**config.mk**
```make
export PLATFORM = sky130hd
export DESIGN_NAME = curve_lut
export DESIGN_NICKNAME = d
export VERILOG_FILES = /design/src/rtl/curve_lut_pkg.sv /design/src/rtl/curve_lut_rst_sync.sv /design/src/rtl/curve_lut_loader.sv /design/src/rtl/curve_lut_store.sv /design/src/rtl/curve_lut_chan.sv /design/src/rtl/curve_lut.sv
export SDC_FILE = /design/constraint.sdc
export NUM_CORES = 2
export LEC_CHECK = 0
export ABC_AREA = 1
export BUFFER_PORTS_ARGS = -buffer_cell sky130_fd_sc_hd__buf_4
export CORE_MARGIN = 3
export CORE_UTILIZATION = 25
export DETAILED_ROUTE_END_ITERATION = 8
export PLACE_DENSITY = 0.4
export SYNTH_ARGS = -nofsm -noshare
export SYNTH_HDL_FRONTEND = slang
export SYNTH_SLANG_ARGS = --single-unit
```
**constraint.sdc**
```tcl
create_clock -name clk -period 5.7 [get_ports clk]
set_input_delay 1.71 -clock clk [delete_from_list [all_inputs] [get_ports clk]]
set_output_delay 1.71 -clock clk [all_outputs]
set_load 0.01 [all_outputs]
```
**src/rtl/curve_lut_pkg.sv**
```systemverilog
package curve_lut_pkg;
  localparam int ENT_W = 16;
  localparam logic [1:0] REG_CTRL = 2'd0;
  localparam logic [1:0] REG_PTR  = 2'd1;
  localparam logic [1:0] REG_DATA = 2'd2;

  function automatic int curve_pts(input int kind);
    return (kind != 0) ? 41 : 33;
  endfunction

  function automatic int curve_en_lsb(input int kind);
    return (kind != 0) ? 29 : 27;
  endfunction
endpackage

```
**src/rtl/curve_lut_rst_sync.sv**
```systemverilog
module curve_lut_rst_sync (
  input  logic clk,
  input  logic rst_n,
  output logic rst_sync_n
);
  logic [1:0] sync_q;

  always_ff @(posedge clk or negedge rst_n) begin
    if (!rst_n) sync_q <= 2'b00;
    else        sync_q <= {sync_q[0], 1'b1};
  end

  assign rst_sync_n = sync_q[1];
endmodule

```
**src/rtl/curve_lut_loader.sv**
```systemverilog
module curve_lut_loader #(
  parameter int TOT   = 99,
  parameter int PTR_W = 7
) (
  input  logic             clk,
  input  logic             rst_n,
  input  logic             ptr_wr,
  input  logic             data_wr,
  input  logic [31:0]      wr_data,
  output logic [PTR_W-1:0] ptr,
  output logic             lo_we,
  output logic             hi_we,
  output logic [PTR_W-1:0] lo_idx,
  output logic [PTR_W-1:0] hi_idx,
  output logic [15:0]      lo_val,
  output logic [15:0]      hi_val
);
  localparam logic [PTR_W-1:0] TOT_P = PTR_W'(TOT);

  logic [PTR_W-1:0] ptr_q, ptr_d, set_v;

  assign set_v = wr_data[PTR_W-1:0];

  always_comb begin
    ptr_d = ptr_q;
    if (ptr_wr)
      ptr_d = (set_v > TOT_P) ? TOT_P : set_v;
    else if (data_wr)
      ptr_d = (ptr_q >= TOT_P - 1'b1) ? TOT_P : ptr_q + PTR_W'(2);
  end

  always_ff @(posedge clk or negedge rst_n) begin
    if (!rst_n)                 ptr_q <= '0;
    else if (ptr_wr || data_wr) ptr_q <= ptr_d;
  end

  // a word starting at the last point keeps only its low half
  assign lo_we  = data_wr && (ptr_q < TOT_P);
  assign hi_we  = data_wr && (ptr_q < TOT_P - 1'b1);
  assign lo_idx = ptr_q;
  assign hi_idx = ptr_q + 1'b1;
  assign lo_val = wr_data[15:0];
  assign hi_val = wr_data[31:16];
  assign ptr    = ptr_q;
endmodule

```
**src/rtl/curve_lut_store.sv**
```systemverilog
module curve_lut_store #(
  parameter int TOT   = 99,
  parameter int PTR_W = 7
) (
  input  logic                                 clk,
  input  logic                                 lo_we,
  input  logic                                 hi_we,
  input  logic [PTR_W-1:0]                     lo_idx,
  input  logic [PTR_W-1:0]                     hi_idx,
  input  logic [15:0]                          lo_val,
  input  logic [15:0]                          hi_val,
  output logic [TOT-1:0][curve_lut_pkg::ENT_W-1:0] tbl
);
  // points: red block, green block, blue block, back to back
  always_ff @(posedge clk) begin
    for (int i = 0; i < TOT; i++) begin
      if (lo_we && (lo_idx == PTR_W'(i)))      tbl[i] <= lo_val;
      else if (hi_we && (hi_idx == PTR_W'(i))) tbl[i] <= hi_val;
    end
  end
endmodule

```
**src/rtl/curve_lut_chan.sv**
```systemverilog
module curve_lut_chan #(
  parameter int N      = 33,
  parameter int PIX_W  = 10,
  parameter int IDX_W  = 5,
  parameter int FRAC_W = 5,
  parameter int SEL_W  = 6
) (
  input  logic                                clk,
  input  logic                                rst_n,
  input  logic                                stage_a_en,
  input  logic                                stage_b_en,
  input  logic                                bypass,
  input  logic [PIX_W-1:0]                    comp,
  input  logic [N-1:0][curve_lut_pkg::ENT_W-1:0] curve,
  output logic [curve_lut_pkg::ENT_W-1:0]     res
);
  import curve_lut_pkg::*;

  logic [IDX_W-1:0]  idx;
  logic [IDX_W:0]    idx_x;
  logic              sat;
  logic [SEL_W-1:0]  sel_lo, sel_hi;
  logic [ENT_W-1:0]  lo_d, hi_d, lo_q, hi_q;
  logic [FRAC_W-1:0] frac_q;
  logic              byp_q;
  logic [PIX_W-1:0]  raw_q;
  logic signed [ENT_W:0]          diff;
  logic signed [ENT_W+FRAC_W+1:0] prod;
  logic [ENT_W-1:0]  res_d, res_q;

  // stage A: segment select and point fetch
  always_comb begin
    idx    = comp[PIX_W-1 -: IDX_W];
    idx_x  = {1'b0, idx};
    sat    = idx_x >= (IDX_W+1)'(N-1);
    sel_lo = sat ? SEL_W'(N-1) : SEL_W'(idx_x);
    sel_hi = sat ? SEL_W'(N-1) : SEL_W'(idx_x + 1'b1);
    lo_d   = curve[sel_lo];
    hi_d   = curve[sel_hi];
  end

  always_ff @(posedge clk or negedge rst_n) begin
    if (!rst_n) begin
      lo_q   <= '0;
      hi_q   <= '0;
      frac_q <= '0;
      byp_q  <= 1'b1;
      raw_q  <= '0;
    end else if (stage_a_en) begin
      lo_q   <= lo_d;
      hi_q   <= hi_d;
      frac_q <= comp[FRAC_W-1:0];
      byp_q  <= bypass;
      raw_q  <= comp;
    end
  end

  // stage B: weighted step between the two points
  always_comb begin
    diff  = $signed({1'b0, hi_q}) - $signed({1'b0, lo_q});
    prod  = diff * $signed({1'b0, frac_q});
    res_d = byp_q ? ENT_W'(raw_q) : lo_q + ENT_W'(prod >>> FRAC_W);
  end

  always_ff @(posedge clk or negedge rst_n) begin
    if (!rst_n)          res_q <= '0;
    else if (stage_b_en) res_q <= res_d;
  end

  assign res = res_q;
endmodule

```
**src/rtl/curve_lut.sv**
```systemverilog
module curve_lut #(
  parameter int CURVE_KIND = 0,
  parameter int PIX_W      = 10
) (
  input  logic             clk,
  input  logic             rst_n,
  input  logic             wr_en,
  input  logic [1:0]       wr_addr,
  input  logic [31:0]      wr_data,
  input  logic             pix_vld,
  input  logic [PIX_W-1:0] pix_r,
  input  logic [PIX_W-1:0] pix_g,
  input  logic [PIX_W-1:0] pix_b,
  output logic             out_vld,
  output logic [15:0]      out_r,
  output logic [15:0]      out_g,
  output logic [15:0]      out_b
);
  import curve_lut_pkg::*;

  localparam int N      = curve_pts(CURVE_KIND);
  localparam int TOT    = 3 * N;
  localparam int PTR_W  = $clog2(TOT + 2);
  localparam int IDX_W  = $clog2(N - 1);
  localparam int FRAC_W = PIX_W - IDX_W;
  localparam int SEL_W  = $clog2(N);
  localparam int EN_LSB = curve_en_lsb(CURVE_KIND);

  logic rst_s;
  logic ctrl_wr, ptr_wr, data_wr;
  logic [2:0] en_q, en_d;
  logic arm_q, arm_d, active;
  logic vld_a_q, vld_b_q;
  logic [PTR_W-1:0] ld_ptr, lo_idx, hi_idx;
  logic lo_we, hi_we;
  logic [15:0] lo_val, hi_val;
  logic [TOT-1:0][ENT_W-1:0] tbl;
  logic [PIX_W-1:0] comp_v [3];
  logic [ENT_W-1:0] res_v [3];

  curve_lut_rst_sync u_rst (.clk(clk), .rst_n(rst_n), .rst_sync_n(rst_s));

  assign ctrl_wr = wr_en && (wr_addr == REG_CTRL);
  assign ptr_wr  = wr_en && (wr_addr == REG_PTR);
  assign data_wr = wr_en && (wr_addr == REG_DATA);

  always_comb begin
    en_d  = wr_data[EN_LSB +: 3];
    arm_d = wr_data[31];
  end

  always_ff @(posedge clk or negedge rst_s) begin
    if (!rst_s) begin
      en_q  <= 3'b000;
      arm_q <= 1'b0;
    end else if (ctrl_wr) begin
      en_q  <= en_d;
      arm_q <= arm_d;
    end
  end

  // the output-curve variant has no arm bit: bit 31 is its blue enable
  assign active = (CURVE_KIND != 0) ? 1'b1 : arm_q;

  always_ff @(posedge clk or negedge rst_s) begin
    if (!rst_s) begin
      vld_a_q <= 1'b0;
      vld_b_q <= 1'b0;
    end else begin
      vld_a_q <= pix_vld;
      vld_b_q <= vld_a_q;
    end
  end

  curve_lut_loader #(.TOT(TOT), .PTR_W(PTR_W)) u_loader (
    .clk(clk), .rst_n(rst_s), .ptr_wr(ptr_wr), .data_wr(data_wr),
    .wr_data(wr_data), .ptr(ld_ptr), .lo_we(lo_we), .hi_we(hi_we),
    .lo_idx(lo_idx), .hi_idx(hi_idx), .lo_val(lo_val), .hi_val(hi_val)
  );

  curve_lut_store #(.TOT(TOT), .PTR_W(PTR_W)) u_store (
    .clk(clk), .lo_we(lo_we), .hi_we(hi_we), .lo_idx(lo_idx),
    .hi_idx(hi_idx), .lo_val(lo_val), .hi_val(hi_val), .tbl(tbl)
  );

  assign comp_v[0] = pix_r;
  assign comp_v[1] = pix_g;
  assign comp_v[2] = pix_b;

  for (genvar c = 0; c < 3; c++) begin : g_chan
    curve_lut_chan #(
      .N(N), .PIX_W(PIX_W), .IDX_W(IDX_W), .FRAC_W(FRAC_W), .SEL_W(SEL_W)
    ) u_chan (
      .clk(clk), .rst_n(rst_s),
      .stage_a_en(pix_vld), .stage_b_en(vld_a_q),
      .bypass(!(en_q[c] && active)),
      .comp(comp_v[c]),
      .curve(tbl[c*N +: N]),
      .res(res_v[c])
    );
  end

  assign out_vld = vld_b_q;
  assign out_r   = res_v[0];
  assign out_g   = res_v[1];
  assign out_b   = res_v[2];
endmodule

```
# Word level (Yosys, flattened, before mapping)
# Cells that the tools add are included.
# totals
regBits	1791
latch_bits	0
ram_bits	0
mem_bits_ro	0
output_inout_bits	49
word_cells	876
memories	0
# classes
add_sub_neg	11
n_mul	3
n_div	0
magnitude_cmp	10
n_eq_ne	198
shift	0
mux	217
bitwise_logic	0
n_reduce_logical	314
# op_table
op	count
2-to-1 mux 16 bit	207
== test 7 bit, second input constant	70
== test 7 x 6 -> 1 bit, second input constant	64
binary-select mux 16 bit (select 6 bit)	3
binary-select mux 16 bit (select 5 bit)	3
== test 7 x 5 -> 1 bit, second input constant	32
logical AND 1 bit	206
nonzero test 2 bit	100
== test 7 x 4 -> 1 bit, second input constant	16
multiplier 17 x 6 -> 21 bit	3
== test 7 x 3 -> 1 bit, second input constant	8
subtractor 16 x 16 -> 17 bit	3
adder 16 bit	3
== test 7 x 2 -> 1 bit, second input constant	4
2-to-1 mux 7 bit	4
< comparator 5 x 7 -> 1 bit, second input constant	3
< comparator 6 x 7 -> 1 bit, second input constant	3
adder 5 x 1 -> 6 bit, second input constant	3
== test 7 x 1 -> 1 bit, second input constant	2
logical NOT 7 bit	2
< comparator 7 bit, second input constant	2
adder 7 x 1 -> 7 bit, second input constant	1
adder 7 x 2 -> 7 bit, second input constant	1
greater-or-equal comparator 7 bit, second input constant	1
7 further kinds	9

# Longest topological paths before layout
# depth
ltp_word	6
mapped_depth	41
depth_no_buf	41

# Modules after synthesis
# From an unflattened synthesis, not the netlist that was laid out.
# hier_totals
hier_cells	15579
hier_area_um2	119564.7
# modules_own_cells
mod	instances	cells_per_inst	area_per_inst_um2	seq_area_each_um2
curve_lut_store	1	6695	69148.8	47565.6
curve_lut_chan (g_chan[1].u_chan)	1	2919	16453.3	1477.7
curve_lut_chan (g_chan[0].u_chan)	1	2901	16334.4	1477.7
curve_lut_chan (g_chan[2].u_chan)	1	2892	16331.9	1477.7
curve_lut_loader	1	142	1003.5	175.2
curve_lut	1	27	239.0	150.1
curve_lut_rst_sync	1	3	53.8	50.0

# Worst setup path after synthesis
# Ideal clock, no wire load.
# synth_timing
kind	register to register
startpoint	register g_chan[2].u_chan.lo_q[0]
endpoint	register g_chan[2].u_chan.res_q[14]
setup_time_ns	0.118
arrival_time_ns	5.747
required_time_ns	5.582
setup_slack_ns	-0.165
stages_incl_launch_ff	36
synth_period_minus_slack_ns	5.865
path_cell_list	dfrtp_1 > ha_1 > fa_1 > inv_1 > nand2_1 > nand2_1 > nand3_1 > nand2_1 > a21oi_1 > o21ai_0 > xnor2_1 > nor2_1 > fa_1 > fa_1 > inv_1 > fa_1 > inv_1 > ha_1 > nand2_1 > nor2_1 > nand2_1 > o21ai_0 > nand3_1 > nand2_1 > xor2_1 > ha_1 > nand2_1 > a21oi_1 > nor3_1 > nand3_1 > nand2_1 > nand2_1 > a21oi_1 > nand2_1 > nand3_1 > nand2_1
# synth_between
elab_chain_cells	4
# synth_lines
item	line	source
start, declared	curve_lut_chan.sv:23	logic [ENT_W-1:0] lo_d, hi_d, lo_q, hi_q;
start signal, assigned	curve_lut_chan.sv:50	lo_q <= lo_d;
subtractor 16 x 16 -> 17 bit	curve_lut_chan.sv:60	diff = $signed({1'b0, hi_q}) - $signed({1'b0, lo_q});
multiplier 17 x 6 -> 21 bit	curve_lut_chan.sv:61	prod = diff * $signed({1'b0, frac_q});
adder 16 bit *	curve_lut_chan.sv:62	res_d = byp_q ? ENT_W'(raw_q) : lo_q + ENT_W'(prod >>> FRAC_W);
2-to-1 mux 16 bit *	curve_lut_chan.sv:62	
end signal, assigned	curve_lut_chan.sv:67	else if (stage_b_en) res_q <= res_d;
end, declared	curve_lut_chan.sv:29	logic [ENT_W-1:0] res_d, res_q;
# Mark *: on every way between the ends. The rest lies on a longest branch, timed or not.
# A chain may end at the register's enable or synchronous reset.

# Worst setup path in the final report
# layout_timing
startpoint	register g_chan[0].u_chan.lo_q[0]
endpoint	register g_chan[0].u_chan.res_q[15]
# layout_between
elab_chain_cells	4
# layout_lines
item	line
start, declared	curve_lut_chan.sv:23
start signal, assigned	curve_lut_chan.sv:50
subtractor 16 x 16 -> 17 bit	curve_lut_chan.sv:60
multiplier 17 x 6 -> 21 bit	curve_lut_chan.sv:61
adder 16 bit *	curve_lut_chan.sv:62
2-to-1 mux 16 bit *	curve_lut_chan.sv:62
end signal, assigned	curve_lut_chan.sv:67
end, declared	curve_lut_chan.sv:29
# Marks and branches as above.

==> impl_metrics.env <==
export IMPL_status="finished, violations left"
export IMPL_violations="setup timing"
export IMPL_fmax_mhz=169.7
export IMPL_ys_seq_area_frac=0.4561
export IMPL_postRouteAntennaNets=0
export IMPL_synth_area_leaders="edfxtp_1, o21ai_0, nand2_1"
export IMPL_finalPower_w=0.08386
export IMPL_finalHoldViolations=0
export IMPL_synth_edf_count=1584
export IMPL_max_stage_delay_ns=0.51
export IMPL_finalSetupViolations=22
export IMPL_final_cell_area_um2=138100
export IMPL_io_buffers=116
export IMPL_initial_core_util=0.2514
export IMPL_path_delay_family="adder cells"
export IMPL_tritoncts="built"
export IMPL_clock_latency_ns=0.97
export IMPL_power_leakage_nw=55.90
export IMPL_drt_pass1_iter_count=7
export IMPL_detail_route_vias_per_cell=5.110
export IMPL_placed_cell_area_um2=126700
export IMPL_path_buf_inv=7
export IMPL_tightest_slew_ns=1.285
export IMPL_antenna_found_initial=15
export IMPL_hold_class="reg2async"
export IMPL_grt_usage=0.2186
export IMPL_final_cell_mix="o21ai_0, nand2_1, edfxtp_1"
export IMPL_cts_buffers=224
export IMPL_drc_errors=0
export IMPL_h_tree_depth=4
export IMPL_instances_no_fill=20902
export IMPL_post_route_period_util=1.034
export IMPL_vias=106808
export IMPL_cts_root_buf="clkbuf_16"
export IMPL_fin_util=0.3024
export IMPL_die_area_um2=467400
export IMPL_globalplace_congestion=0.8609
export IMPL_synth_distinct_cells=55
export IMPL_place_inst=20386
export IMPL_cp_end_kind="flip-flop"
export IMPL_num_io_pins=117
export IMPL_grt_max_degree=152
export IMPL_syn_inst=14497
export IMPL_final_common_cell="o21ai_0"
export IMPL_crit_top_cell="nand2_2"
export IMPL_min_period_ns=5.892
export IMPL_syn_to_final_growth_pct=20.29
export IMPL_num_rows=248
export IMPL_routed_wl_um=532600
export IMPL_crit_type="reg2reg"
export IMPL_p_clk_frac=0.176
export IMPL_cp_required_ns=6.52
export IMPL_dp_hpwl_um=343300
export IMPL_grt_overflow=0
export IMPL_comb_power_share=0.644
export IMPL_synth_seq_cells=1776
export IMPL_layout_drive_gt1_share=0.1545
export IMPL_synth_area_um2=114800
export IMPL_holdBufCountCts=0
export IMPL_synth_warnings=0
export IMPL_fin_skew_ns=0.05514
export IMPL_cp_arrival_ns=6.71
export IMPL_clk_pin_slew_ns=0.06
export IMPL_fin_ws_ns=-0.1919
export IMPL_critPathLaunchType="flip-flop"
export IMPL_grt_pass1_wl_um=754600
export IMPL_timing_slew_headroom=0.1400
export IMPL_p_int_w=0.04834
export IMPL_ctsLongestPathBuffers=4
export IMPL_grt_setup_unrepaired="yes"
export IMPL_irDropWorstVdd_mv=1.010
export IMPL_fin_nets=15010
export IMPL_powerDensity_nw_per_um2=607.1
export IMPL_syn_nets=14922
export IMPL_cpMaxStageDelayCell="fa_1"
export IMPL_dieWidth_um=683.7
export IMPL_yosys_area_top_type="edfxtp_1"
export IMPL_drtIter0Drc=11418
export IMPL_power_frac_seq=0.180
export IMPL_maxCapViolCount=0
export IMPL_synth_avg_cell_area_um2=7.920
export IMPL_timing_hold_ws_ns=0.2152
export IMPL_clock_sinks=1776
export IMPL_die_h_um=683.7
export IMPL_slew_violations=0
export IMPL_wl_per_cell_um=25.48
export IMPL_synth_async_sr_flop_share=0.1081
export IMPL_coreArea_um2=456800
export IMPL_power_share_switching=0.4235
export IMPL_grt_pass1_vias=99931
export IMPL_critPathMaxFanout=5
export IMPL_synth_top_area_frac=0.4143
export IMPL_power_switching_w=0.03552
export IMPL_nFillCells=48451
export IMPL_synth_main_ff_cell="edfxtp_1"
## worst reg2reg max path, delay by kind of cell (launching register included)
family / cells / cell delay [ns]
buf+inv: 7 / 0.63
compound gates: 1 / 0.07
simple gates: 20 / 1.66
flops: 1 / 0.41
xor+xnor: 2 / 0.27
fa+ha+maj: 7 / 2.72
## flip-flops by register name, summed over array words and instances (netlist names)
name                 flops
u_store.tbl           1584
g_chan.u_chan.hi_q      48
g_chan.u_chan.lo_q      48
g_chan.u_chan.res       48
g_chan.u_chan.raw_q     30
u_loader.lo_idx          7
en_q                     3
g_chan.u_chan.byp_q      3
u_rst.sync_q             2
active                   1
out_vld                  1
vld_a_q                  1
## power by group through the flow
stage	clock network, W	logic [W]	registers, W
after detailed placement	0	0.0384	0.0154
after global routing	0.0155	0.0590	0.0151
after floorplan	0	0.0209	0.0152
final	0.0148	0.0540	0.0151
after global placement	0	0.0387	0.0153
after CTS	0.0151	0.0453	0.0151
## path summary, 6_finish.rpt
check	startpoint	depth (start not counted)	end	slack, ns
max	g_chan[0].u_chan.lo_q[0]$_DFFE_PN0P_	37	g_chan[0].u_chan.res[15]$_DFFE_PN0P_	-0.19
min	u_rst.sync_q[1]$_DFF_PN0_	0	out_vld$_DFF_PN0_	0.22
max reg2reg	g_chan[0].u_chan.lo_q[0]$_DFFE_PN0P_	37	g_chan[0].u_chan.res[15]$_DFFE_PN0P_	-0.19
min reg2reg	u_rst.sync_q[1]$_DFF_PN0_	0	out_vld$_DFF_PN0_	0.22
max in group asynchronous	u_rst.sync_q[1]$_DFF_PN0_	2	g_chan[2].u_chan.lo_q[14]$_DFFE_PN0P_	4.27
min in group clk	u_rst.sync_q[0]$_DFF_PN0_	0	u_rst.sync_q[1]$_DFF_PN0_	0.35
## kinds of logic (layout without fill, tap and decap cells)
group | count (synthesis) | in the layout | synth area share
buffers and inverters | 2632 | 2901 | 0.08860
flip-flops | 1776 | 1776 | 0.4561
AO/OA/AOI/OAI | 5018 | 5018 | 0.2306
other | 1 | 12 | 0.00003266
AND/OR/NAND/NOR | 4608 | 4608 | 0.1678
multiplexers | 1 | 1 | 0.00009807
adder cells (fa/ha/maj) | 357 | 357 | 0.04871
XOR/XNOR | 104 | 104 | 0.007933
## per-stage QoR
step	setup TNS, ns	worst slack, ns
global route	-10.83	-0.4986
floorplan	-0.01641	-0.01641
detailed placement	-12.18	-0.6148
CTS	-1.162	-0.1381
global placement	-12.30	-0.6247
finish	-1.935	-0.1919
## synth_stat cells, types with 6 or more instances
cell and instances:
o21ai_0 2850, nand2_1 2674, edfxtp_1 1584, a21oi_1 1384
inv_1 1243, nand3_1 1226, clkbuf_1 998, nor2_1 589
o211ai_1 382, o21ai_1 257, buf_1 220, ha_1 207
dfrtp_1 189, fa_1 150, buf_2 114, xor2_1 60
xnor2_1 44, nor3_1 36, o21ai_2 31, clkinv_1 28
a22oi_1 24, o221ai_1 24, buf_6 19, nand2_4 19
or2_2 16, nand4_1 15, o22ai_1 14, a31oi_1 12
a21o_1 10, o21bai_1 8, inv_2 7, nand3b_1 7
o21a_1 6
## cell type report
type | count | area, um2 | share of cell area
inverter | 1279 | 4922 | 0.03564
multi-input combinational | 10089 | 55800 | 0.4040
clock buffer | 295 | 6120 | 0.04431
antenna | 11 | 27.53 | 0.0001993
sequential | 1776 | 52380 | 0.3792
tap | 6125 | 7664 | 0.05549
clock inverter | 112 | 1134 | 0.008207
timing repair buffer | 1215 | 10070 | 0.07291
## layer usage
metal | routed length, um | GRT usage | vias to the layer above
li1 | - | - | 50205
met1 | 235400 | 0.3015 | 52045
met2 | 244400 | 0.3558 | 3885
met3 | 32860 | 0.02367 | 673
met4 | 19910 | 0.07356 | 0
met5 | 0 | 0 | -
## what timing repair did
action                     CTS  global route
pin swaps                  258           287
resized for setup          392           406
setup endpoints to repair   36            39
setup buffers               74            41
Note: power is estimated with default switching activity, not from simulation.
